[config.mk]
export PLATFORM = sky130hd
export DESIGN_NAME = sr_rom_slave
export DESIGN_NICKNAME = d
export VERILOG_FILES = /design/src/rtl/sr_pkg.sv /design/src/rtl/sr_rom_func.sv /design/src/rtl/sr_hdr_ctrl.sv /design/src/rtl/sr_tx_shift.sv /design/src/rtl/sr_rom_slave.sv
export SDC_FILE = /design/constraint.sdc
export NUM_CORES = 1
export LEC_CHECK = 0
export BUFFER_PORTS_ARGS = -buffer_cell sky130_fd_sc_hd__buf_2
export CAP_MARGIN = 40
export CELL_PAD_IN_SITES_DETAIL_PLACEMENT = 1
export CELL_PAD_IN_SITES_GLOBAL_PLACEMENT = 1
export CORE_UTILIZATION = 40
export DETAILED_ROUTE_END_ITERATION = 10
export PLACE_DENSITY_LB_ADDON = 0.1
export SLEW_MARGIN = 25
export SYNTH_ARGS = -nofsm -noshare
export SYNTH_HDL_FRONTEND = slang
export SYNTH_SLANG_ARGS = --single-unit
[constraint.sdc]
create_clock -name clk -period 5.45 [get_ports clk]
set_clock_uncertainty 0.15 [all_clocks]
set_input_delay 0.545 -clock clk [delete_from_list [all_inputs] [get_ports clk]]
set_output_delay 0.545 -clock clk [all_outputs]
set_load 0.03 [all_outputs]
[src/rtl/sr_pkg.sv]
// Shared types for the serial ROM slave.
// Assumes: one header field per byte, eight bits per byte.
package sr_pkg;

    typedef enum logic [2:0] {
        PH_OPC     = 3'd0,
        PH_AD1     = 3'd1,
        PH_AD2     = 3'd2,
        PH_AD3     = 3'd3,
        PH_BA      = 3'd4,
        PH_DUMMY   = 3'd5,
        PH_DATA    = 3'd6,
        PH_STANDBY = 3'd7
    } phase_t;

    localparam int BYTE_W = 8;

endpackage

[src/rtl/sr_rom_func.sv]
// Content generator: returns the byte stored at an address, computed
// as the XOR of all byte-wide slices of the zero-padded address and a key.
// Assumes: purely combinational; the caller registers the result.
module sr_rom_func #(
    parameter int              ADDR_W = 20,
    parameter int              DATA_W = 8,
    parameter logic [DATA_W-1:0] KEY  = 8'hA5
) (
    input  logic [ADDR_W-1:0] addr,
    output logic [DATA_W-1:0] data
);

    localparam int NCH = (ADDR_W + DATA_W - 1) / DATA_W;

    logic [NCH*DATA_W-1:0] padded;
    logic [DATA_W-1:0]     slice [NCH];

    // Zero-extend the address to a whole number of slices.
    always_comb begin
        padded             = '0;
        padded[ADDR_W-1:0] = addr;
    end

    // One slice per generated lane.
    genvar g;
    generate
        for (g = 0; g < NCH; g++) begin : g_slice
            assign slice[g] = padded[g*DATA_W +: DATA_W];
        end
    endgenerate

    // Fold all slices together with the key.
    always_comb begin
        data = KEY;
        for (int k = 0; k < NCH; k++) begin
            data = data ^ slice[k];
        end
    end

endmodule

[src/rtl/sr_hdr_ctrl.sv]
// Header decoder: counts bits on each SCLK rise, checks the opcode,
// collects the scattered address fields, skips the dummy bytes and then
// paces the data phase with start/reload/shift strobes.
// Assumes: sclk_rise is a one-clk pulse; cs_n high clears all progress.
module sr_hdr_ctrl
    import sr_pkg::*;
#(
    parameter int          ADDR_W      = 20,
    parameter logic [7:0]  OPCODE      = 8'h52,
    parameter int          DUMMY_BYTES = 4
) (
    input  logic              clk,
    input  logic              rst_n,
    input  logic              cs_n,
    input  logic              sclk_rise,
    input  logic              si,
    output logic              start,
    output logic              reload,
    output logic              shift,
    output logic [ADDR_W-1:0] rom_addr
);

    localparam int BA_W   = 7;
    localparam int AD3_W  = 2;
    localparam int AD2_W  = 8;
    localparam int AD1_W  = ADDR_W - BA_W - AD3_W - AD2_W;
    localparam int AD3_LO = BA_W;
    localparam int AD2_LO = BA_W + AD3_W;
    localparam int DCNT_W = (DUMMY_BYTES > 1) ? $clog2(DUMMY_BYTES) : 1;
    localparam logic [DCNT_W-1:0] DUMMY_LAST = DCNT_W'(DUMMY_BYTES - 1);

    phase_t              phase;
    logic [2:0]          bit_cnt;
    logic [BYTE_W-2:0]   rx_sh;
    logic [BYTE_W-1:0]   rx_byte;
    logic [DCNT_W-1:0]   dummy_cnt;
    logic [ADDR_W-1:0]   addr_q;
    logic                live_rise;
    logic                byte_done;

    // Qualify edges: ignored when deselected or in standby.
    always_comb begin
        live_rise = sclk_rise && !cs_n && (phase != PH_STANDBY);
        byte_done = live_rise && (bit_cnt == 3'd7);
        rx_byte   = {rx_sh, si};
    end

    // Phase sequencing, bit counting and the dummy-byte count.
    always_ff @(posedge clk) begin
        if (!rst_n || cs_n) begin
            phase     <= PH_OPC;
            bit_cnt   <= '0;
            rx_sh     <= '0;
            dummy_cnt <= '0;
        end else if (live_rise) begin
            bit_cnt <= bit_cnt + 3'd1;
            rx_sh   <= rx_byte[BYTE_W-2:0];
            if (byte_done) begin
                case (phase)
                    PH_OPC:   phase <= (rx_byte == OPCODE) ? PH_AD1 : PH_STANDBY;
                    PH_AD1:   phase <= PH_AD2;
                    PH_AD2:   phase <= PH_AD3;
                    PH_AD3:   phase <= PH_BA;
                    PH_BA: begin
                        phase     <= PH_DUMMY;
                        dummy_cnt <= '0;
                    end
                    PH_DUMMY: begin
                        if (dummy_cnt == DUMMY_LAST) phase <= PH_DATA;
                        else dummy_cnt <= dummy_cnt + 1'b1;
                    end
                    default:  phase <= phase;
                endcase
            end
        end
    end

    // Address register: loaded field by field, then stepped per data byte.
    always_ff @(posedge clk) begin
        if (!rst_n) begin
            addr_q <= '0;
        end else if (byte_done) begin
            case (phase)
                PH_AD1:  addr_q[ADDR_W-1 -: AD1_W]  <= rx_byte[AD1_W-1:0];
                PH_AD2:  addr_q[AD2_LO +: AD2_W]    <= rx_byte[AD2_W-1:0];
                PH_AD3:  addr_q[AD3_LO +: AD3_W]    <= rx_byte[AD3_W-1:0];
                PH_BA:   addr_q[BA_W-1:0]           <= rx_byte[BA_W-1:0];
                PH_DATA: addr_q                     <= addr_q + 1'b1;
                default: addr_q                     <= addr_q;
            endcase
        end
    end

    // Strobes to the output shifter and the address it should fetch.
    always_comb begin
        start    = byte_done && (phase == PH_DUMMY) && (dummy_cnt == DUMMY_LAST);
        reload   = byte_done && (phase == PH_DATA);
        shift    = live_rise && !byte_done && (phase == PH_DATA);
        rom_addr = (phase == PH_DATA) ? addr_q + 1'b1 : addr_q;
    end

    // standby persists while chip select stays low.
    p_standby_hold_r6: assert property (@(posedge clk) disable iff (!rst_n)
        (phase == PH_STANDBY && !cs_n) |=> (phase == PH_STANDBY));

    // the opcode phase leads only to the first address byte or standby.
    p_opc_exit_r1: assert property (@(posedge clk) disable iff (!rst_n)
        (phase == PH_OPC && !cs_n) |=>
        (phase == PH_OPC || phase == PH_AD1 || phase == PH_STANDBY));

    // deselect clears the phase and the bit counter.
    p_cs_clear_r7: assert property (@(posedge clk) disable iff (!rst_n)
        cs_n |=> (phase == PH_OPC && bit_cnt == 3'd0));

    // the bit counter moves only on a serial clock rise.
    p_bit_on_edge_r4: assert property (@(posedge clk) disable iff (!rst_n)
        (!sclk_rise && !cs_n) |=> $stable(bit_cnt));

    // the data phase persists until deselect.
    p_data_hold_r3: assert property (@(posedge clk) disable iff (!rst_n)
        (phase == PH_DATA && !cs_n) |=> (phase == PH_DATA));

endmodule

[src/rtl/sr_tx_shift.sv]
// Output shifter: holds the byte being sent, presents its MSB on so,
// and owns the drive enable, which is set by the start strobe.
// Assumes: start, reload and shift are mutually exclusive one-clk strobes.
module sr_tx_shift #(
    parameter int DATA_W = 8
) (
    input  logic              clk,
    input  logic              rst_n,
    input  logic              cs_n,
    input  logic              start,
    input  logic              reload,
    input  logic              shift,
    input  logic [DATA_W-1:0] din,
    output logic              so,
    output logic              so_oe
);

    logic [DATA_W-1:0] sh_q;
    logic              oe_q;

    // Load, shift or clear the outgoing byte; track the drive enable.
    always_ff @(posedge clk) begin
        if (!rst_n || cs_n) begin
            sh_q <= '0;
            oe_q <= 1'b0;
        end else if (start || reload) begin
            sh_q <= din;
            if (start) oe_q <= 1'b1;
        end else if (shift) begin
            sh_q <= {sh_q[DATA_W-2:0], 1'b0};
        end
    end

    assign so    = sh_q[DATA_W-1];
    assign so_oe = oe_q;

    // so holds between serial clock rises.
    p_so_hold_r4: assert property (@(posedge clk) disable iff (!rst_n)
        (!start && !reload && !shift && !cs_n) |=> $stable(so));

    // the drive enable rises only through the data-start strobe.
    p_oe_start_r9: assert property (@(posedge clk) disable iff (!rst_n)
        $rose(so_oe) |-> $past(start));

endmodule

[src/rtl/sr_rom_slave.sv]
// Top level: oversamples SCLK to find its rising edges, and ties together
// the header decoder, the content generator and the output shifter.
// Assumes: cs_n, sclk and si are already synchronous to clk and sclk
// stays at each level for at least two clk cycles.
module sr_rom_slave #(
    parameter int         ADDR_W      = 20,
    parameter int         DATA_W      = 8,
    parameter logic [7:0] OPCODE      = 8'h52,
    parameter int         DUMMY_BYTES = 4,
    parameter logic [7:0] ROM_KEY     = 8'hA5
) (
    input  logic clk,
    input  logic rst_n,
    input  logic cs_n,
    input  logic sclk,
    input  logic si,
    output logic so,
    output logic so_oe
);

    logic              sclk_q;
    logic              sclk_rise;
    logic              start;
    logic              reload;
    logic              shift;
    logic [ADDR_W-1:0] rom_addr;
    logic [DATA_W-1:0] rom_data;

    // Remember the previous serial clock level for edge detection.
    always_ff @(posedge clk) begin
        if (!rst_n) sclk_q <= 1'b0;
        else        sclk_q <= sclk;
    end

    assign sclk_rise = sclk && !sclk_q;

    sr_hdr_ctrl #(
        .ADDR_W      (ADDR_W),
        .OPCODE      (OPCODE),
        .DUMMY_BYTES (DUMMY_BYTES)
    ) u_ctrl (
        .clk       (clk),
        .rst_n     (rst_n),
        .cs_n      (cs_n),
        .sclk_rise (sclk_rise),
        .si        (si),
        .start     (start),
        .reload    (reload),
        .shift     (shift),
        .rom_addr  (rom_addr)
    );

    sr_rom_func #(
        .ADDR_W (ADDR_W),
        .DATA_W (DATA_W),
        .KEY    (ROM_KEY)
    ) u_rom (
        .addr (rom_addr),
        .data (rom_data)
    );

    sr_tx_shift #(
        .DATA_W (DATA_W)
    ) u_tx (
        .clk    (clk),
        .rst_n  (rst_n),
        .cs_n   (cs_n),
        .start  (start),
        .reload (reload),
        .shift  (shift),
        .din    (rom_data),
        .so     (so),
        .so_oe  (so_oe)
    );

    // deselect releases the output on the next cycle.
    p_cs_release_r7: assert property (@(posedge clk) disable iff (!rst_n)
        cs_n |=> !so_oe);

endmodule

# Yosys cells after proc, flatten, opt, wreduce, memory -nomap -nowiden
# Cells that the tools add are included.
# op_classes
addsub	3
n_mul	0
n_div	0
order_cmp	0
n_eq_ne	12
shift	0
mux	12
bitwise	3
reduce_logical	30
# op_table
operator	count
20-bit by 1-bit adder with 20-bit output, second input constant	1
20-bit two-way mux	1
3-bit one-hot mux with 6 select lines	1
8-bit two-way mux	2
8-bit one-hot mux with 2 select lines	1
7-bit one-hot mux with 2 select lines	1
3-bit equality test, second input constant	4
2-bit nonzero test	6
2-bit AND reduction	5
1-bit logical AND	9
8-bit by 7-bit equality test with 1-bit output, second input constant	1
2-bit one-hot mux with 2 select lines	2
4-bit AND reduction	2
8-bit by 4-bit XOR with 8-bit output	1
8-bit XOR	1
3-bit by 2-bit equality test with 1-bit output, second input constant	2
3-bit two-way mux	2
3-bit one-hot mux with 2 select lines	1
6-bit nonzero test	1
1-bit logical NOT	4
4-bit NOT	1
3-bit by 1-bit adder with 3-bit output, second input constant	1
3-bit by 1-bit equality test with 1-bit output, second input constant	1
3-bit logical NOT	1
7 further kinds	8
# totals
regBits	45
latchBits	0
ramBits	0
romBits	0
input_bits	5
out_inout_bits	2
elab_cells	71
n_memories	0

# Depth between registers and ports, before layout
# logic_depth
word_depth	10
ltp_mapped	10
ltp_nobuf	8

# Hierarchy
# From an unflattened synthesis, not the netlist that was laid out.
# unflattened
hier_cells	361
area_unflattened_um2	3041.7
# modules_own_cells
mod	instances	cells_each	area_each_um2	seq_area_each_um2
sr_hdr_ctrl	1	309	2438.6	700.7
sr_tx_shift	1	41	435.4	180.2
sr_rom_func	1	8	127.6	0.0
sr_rom_slave	1	3	40.0	20.0

# Worst setup path after synthesis
# No wires, ideal clock.
# synth_timing
kind	input to register
from	in cs_n
to	reg u_tx.sh_q[3]
setup_time_ns	0.073
arrival_ns	1.869
required_time_ns	5.227
path_slack_ns	3.358
cell_stages	6
path_buffers	1
path_cell_list	nor3b_2 -> and2_1 -> clkbuf_1 -> o211ai_1 -> or4_4 -> o211ai_2
# synth_via
elab_chain_cells	8
word_cells_on_any_way	14
cone_classes	mux (1); reduce/logical (13)
# synth_lines
element	line	source
from (decl)	sr_rom_slave.sv:14	input logic cs_n,
1-bit logical NOT	sr_hdr_ctrl.sv:43	live_rise = sclk_rise && !cs_n && (phase != PH_STANDBY);
1-bit logical AND (2 in series)	sr_hdr_ctrl.sv:43	
1-bit logical AND	sr_hdr_ctrl.sv:44	byte_done = live_rise && (bit_cnt == 3'd7);
1-bit logical AND / 1-bit logical NOT (equally long branches)	sr_hdr_ctrl.sv:96, sr_hdr_ctrl.sv:98	
1-bit logical AND, on equally long branches	sr_hdr_ctrl.sv:96, sr_hdr_ctrl.sv:98	
1-bit logical OR / 1-bit logical AND (equally long branches)	sr_tx_shift.sv:26, sr_hdr_ctrl.sv:98	
8-bit two-way mux / 2-bit nonzero test (equally long branches)	n/a	
to (signal assigned)	sr_tx_shift.sv:27	sh_q <= din;
to (signal assigned)	sr_tx_shift.sv:30	sh_q <= {sh_q[DATA_W-2:0], 1'b0};
to (decl)	sr_tx_shift.sv:18	logic [DATA_W-1:0] sh_q;
# Parallel ways exist; a longest one is shown, timed or not.
# A chain may end at the register's enable or synchronous reset.

# Final worst setup path
# layout_timing
from	reg u_ctrl.phase[1]
to	reg u_tx.sh_q[3]
# layout_via
elab_chain_cells	7
word_cells_on_any_way	17
cone_classes	eq/ne (3); mux (2); bitwise (2); reduce/logical (10)
# layout_lines
element	line	source
from (decl)	sr_hdr_ctrl.sv:32	phase_t phase;
from (signal assigned)	sr_hdr_ctrl.sv:60	PH_OPC: phase <= (rx_byte == OPCODE) ? PH_AD1 : PH_STANDBY;
from (signal assigned)	sr_hdr_ctrl.sv:72	default: phase <= phase;
3-bit != test	sr_hdr_ctrl.sv:43	
1-bit logical AND	sr_hdr_ctrl.sv:43	
1-bit logical AND	sr_hdr_ctrl.sv:44	
1-bit logical AND / 1-bit logical NOT (equally long branches)	sr_hdr_ctrl.sv:96, sr_hdr_ctrl.sv:98	
1-bit logical AND, on equally long branches	sr_hdr_ctrl.sv:96, sr_hdr_ctrl.sv:98	
1-bit logical OR / 1-bit logical AND (equally long branches)	sr_tx_shift.sv:26, sr_hdr_ctrl.sv:98	
8-bit two-way mux / 2-bit nonzero test (equally long branches)	n/a	
# Parallel ways exist; a longest one is shown, timed or not.

==> flow_summary.yaml <==
critical_path:
  critPathArrivalTime_ns: 2.94
  ff2ff_path_depth: 7
  critPathCaptureType: "flip-flop"
  cp_max_fo: 33
  worstPathBufferInverterCount: 1
  max_stage_delay_ns: 0.56
  cp.depth: 7
  cp_top_family: "simple AND/OR/NAND/NOR gates"
  crit_path_top_delay_cell: "dfxtp_1"
  crit_path_start: "u_ctrl.phase[1]$_SDFFE_PP0P_"
  start_kind: "flip-flop"
  worstSetupPathType: "reg -> reg"
  r2r_start: "u_ctrl.phase[1]$_SDFFE_PP0P_"
  crit_path_cell_trace: "nor2b_1 > nand2_1 > buf_4 > nor3_1 > nand2_1 > or4_4 > o211ai_2"
  r2r-end: "u_tx.sh_q[3]$_SDFFE_PP0P_"
  crit_required_ns: 5.53
  reg2reg_slack_ns: 2.59
  cpMostUsedCell: "nand2_1"
  worstSetupEndpoint: "u_tx.sh_q[3]$_SDFFE_PP0P_"
clock_tree:
  cts_tree: "done"
  cts.reportedPaths.clkPinSlew_ns: 0.09
  cts_sinks: 45
  cts_resized: 0
  cts_hold_buffers: 0
  cts_htree_levels: 2
  cts-root-buf: "clkbuf_8"
  clkLatencyLatePin_ns: 0.30
  post_cts_buffers: 0
  numCtsBuffers: 5
  clockBufferDepth: 2
job:
  drv_cap: 0
route:
  route.detailed.drc: 0
  firstDrtPassIters: 4
  drt_iter0_drc: 130
  num_vias: 2673
  wl_per_cell_um: 18.2
  routed_wl_mm: 8.29
  avgViaCountPerCell: 5.87
  antenna_left: 0
logic_synthesis:
  synth_edf_count: 0
  yosysTopAreaCell: "dfxtp_1"
  mappedNetlistArea_um2: 2830
  ys.flop_type: "dfxtp_1"
  synth_fp_nets: 376
  yosys_warnings: 0
  ys_types: 60
  syn_area_per_cell_um2: 7.70
  ys_ff_latch: 45
  synth_cells: 367
  synth.top_cell.area_share: 0.319
  seq_area_frac_synth: 0.319
  synth_area_leaders: "dfxtp_1 32%, a21oi_1 6.4%, nand2_1 5.7%"
  synthArstFlopShare: 0
grt:
  met2_usage: 0.356
  overflow: 0
  use_met1: 0.342
  grt_pass1_wl_mm: 13.3
  first_global_vias: 2472
  busiest_layer: "met2"
  met3_usage: 0.0289
  antenna_found_initial: 0
  grt_max_degree: 34
  grtUsageTotal: 0.233
sta:
  setup_tns_ns: 0
  worstMarginPinSlew_ns: 0.727
  rsz0062_at_grt: "false"
  final-setup-viol-count: 0
  period_share: 0.525
  slew_headroom: 0.510
  finalWorstSetupSlack_ns: 2.59
  hold_viol: 0
  maxSlewViolCount: 0
  post-route-min-period_ns: 2.86
  clock.fmax_ghz: 0.350
min_path:
  hold_class: "in -> reg"
  hold-path-cell-count: 2
cells_and_area:
  fill_cells: 852
  final_layout_size_suffix_gt1_frac: 0.0864
  register_area_um2: 901
  antenna_cells: 0
  final_nets: 367
  multi_input_area_um2: 1780
  final_cell_count_no_fill: 455
  design_area_um2: 3030
  syn_to_final_growth_pct: 7.13
placement:
  dp_cells: 446
  port_buffers: 6
  dp_worst_setup_slack_ns: 2.19
  place_area_um2: 2890
  place_hpwl_mm: 5.95
  globalplace.congestion: 0.876
floorplanning:
  start_util: 0.416
  rows: 30
  die_area_um2: 7410
  core_um2: 6790
  num_io_pins: 7
  die_w_um: 86.1
  fp.dieH_um: 86.1
run_status:
  outcome: "complete, no violations"
pwr:
  leakagePower_nw: 1.07
  irDropWorstVdd_v: 0.0000903
  powerDensity_nw_per_um2: 216
area by class of cell:
type | count | area share
tap | 96 | 0.0397
clock inverter | 3 | 0.0215
inverter | 7 | 0.00868
multi-input combinational | 289 | 0.588
sequential | 45 | 0.298
timing repair buffer | 10 | 0.0223
clock buffer | 5 | 0.0227
stage by stage:
stage | hold WS [ns] | util | power (mW)
finish | 0.311 | 0.446 | 0.654
global route | 0.304 | 0.446 | 0.680
CTS | 0.311 | 0.445 | 0.664
detailed placement | 0.305 | 0.425 | 0.356
global placement | 0.294 | 0.423 | 0.354
floorplan | 0.300 | - | 0.349
cell usage in the layout (no fill, tap or decap), drive strengths merged, types with 2 or more instances in the layout:
master  count
nand3      19
mux2i       4
o221a       3
ha          4
bufinv      2
o31ai       6
o21ai      24
or4         2
a21oi      36
a21boi      8
o22ai       3
nand2      43
and3        7
nor3       10
dfxtp      45
xor2        5
clkbuf      5
a31oi       6
o221ai      2
xnor2      14
nor2b      10
inv         7
and3b       2
nand4       9
or3         3
nor2       28
a22oi       8
o211a       2
and2        3
nand2b      3
o211ai      4
buf        10
and4        4
power breakdown:
part,switching (mW),internal [mW],total (mW)
clock network,0.123,0.182,0.306
registers,0.000553,0.329,0.330
logic,0.0123,0.00652,0.0188
synth_stat cells, types with 2 or more instances:
cell and number:
nor2_1 28, nor3_2 3, o31ai_1 6, o211ai_1 2, o211ai_2 2, buf_2 9
a31oi_1 6, and2_1 3, clkbuf_1 13, dfxtp_1 45, and3_1 7, nand2_1 43
nand4_1 7, o211a_1 2, nand3_1 19, nor3_1 7, and3b_1 2, mux2i_1 4
or3_1 3, nand2b_1 3, xnor2_1 14, a21boi_0 7, o221ai_1 2, and4_1 4
a22oi_1 8, o22ai_1 3, nor2b_1 10, buf_1 2, o221a_2 2, a21oi_1 36
ha_1 4, xor2_1 5, o21ai_0 23, inv_1 7
cell families (layout without fill, tap and decap cells):
| logic type | count (synthesis) | after routing | synth area share |
|---|---|---|---|
| multiplexers | 4 | 4 | 0.0142 |
| XOR/XNOR | 19 | 19 | 0.0589 |
| AND/OR/NAND/NOR | 149 | 149 | 0.281 |
| buffers and inverters | 33 | 25 | 0.0518 |
| AO/OA/AOI/OAI | 113 | 113 | 0.258 |
| adder cells (fa/ha/maj) | 4 | 4 | 0.0177 |
| flip-flops | 45 | 45 | 0.319 |
sequential cells by signal, indices dropped and copies added (netlist names):
register / count
u_ctrl.dummy_cnt: 2
u_ctrl.addr_q: 20
sclk_q: 1
u_tx.sh_q: 8
u_ctrl.bit_cnt: 3
u_ctrl.phase: 3
u_ctrl.rx_sh: 7
u_tx.so_oe: 1
layer usage:
layer  routed length [um]  vias up
met4                  135        0
li1                     -     1319
met5                    0        -
met3                  226       12
met2                 3710       33
met1                 4220     1309
worst min path at each step:
stage / from / end / slack (ns)
after detailed placement: u_tx.sh_q[7]$_SDFFE_PP0P_ / u_tx.sh_q[7]$_SDFFE_PP0P_ / 0.30
after global placement: u_tx.sh_q[7]$_SDFFE_PP0P_ / u_tx.sh_q[7]$_SDFFE_PP0P_ / 0.29
after floorplan: u_ctrl.rx_sh[6]$_SDFFE_PP0P_ / u_ctrl.rx_sh[6]$_SDFFE_PP0P_ / 0.30
final: sclk / sclk_q$_SDFF_PN0_ / 0.31
after CTS: sclk / sclk_q$_SDFF_PN0_ / 0.31
after global routing: sclk / sclk_q$_SDFF_PN0_ / 0.30
No activity file was read; power rests on OpenSTA's default activity.
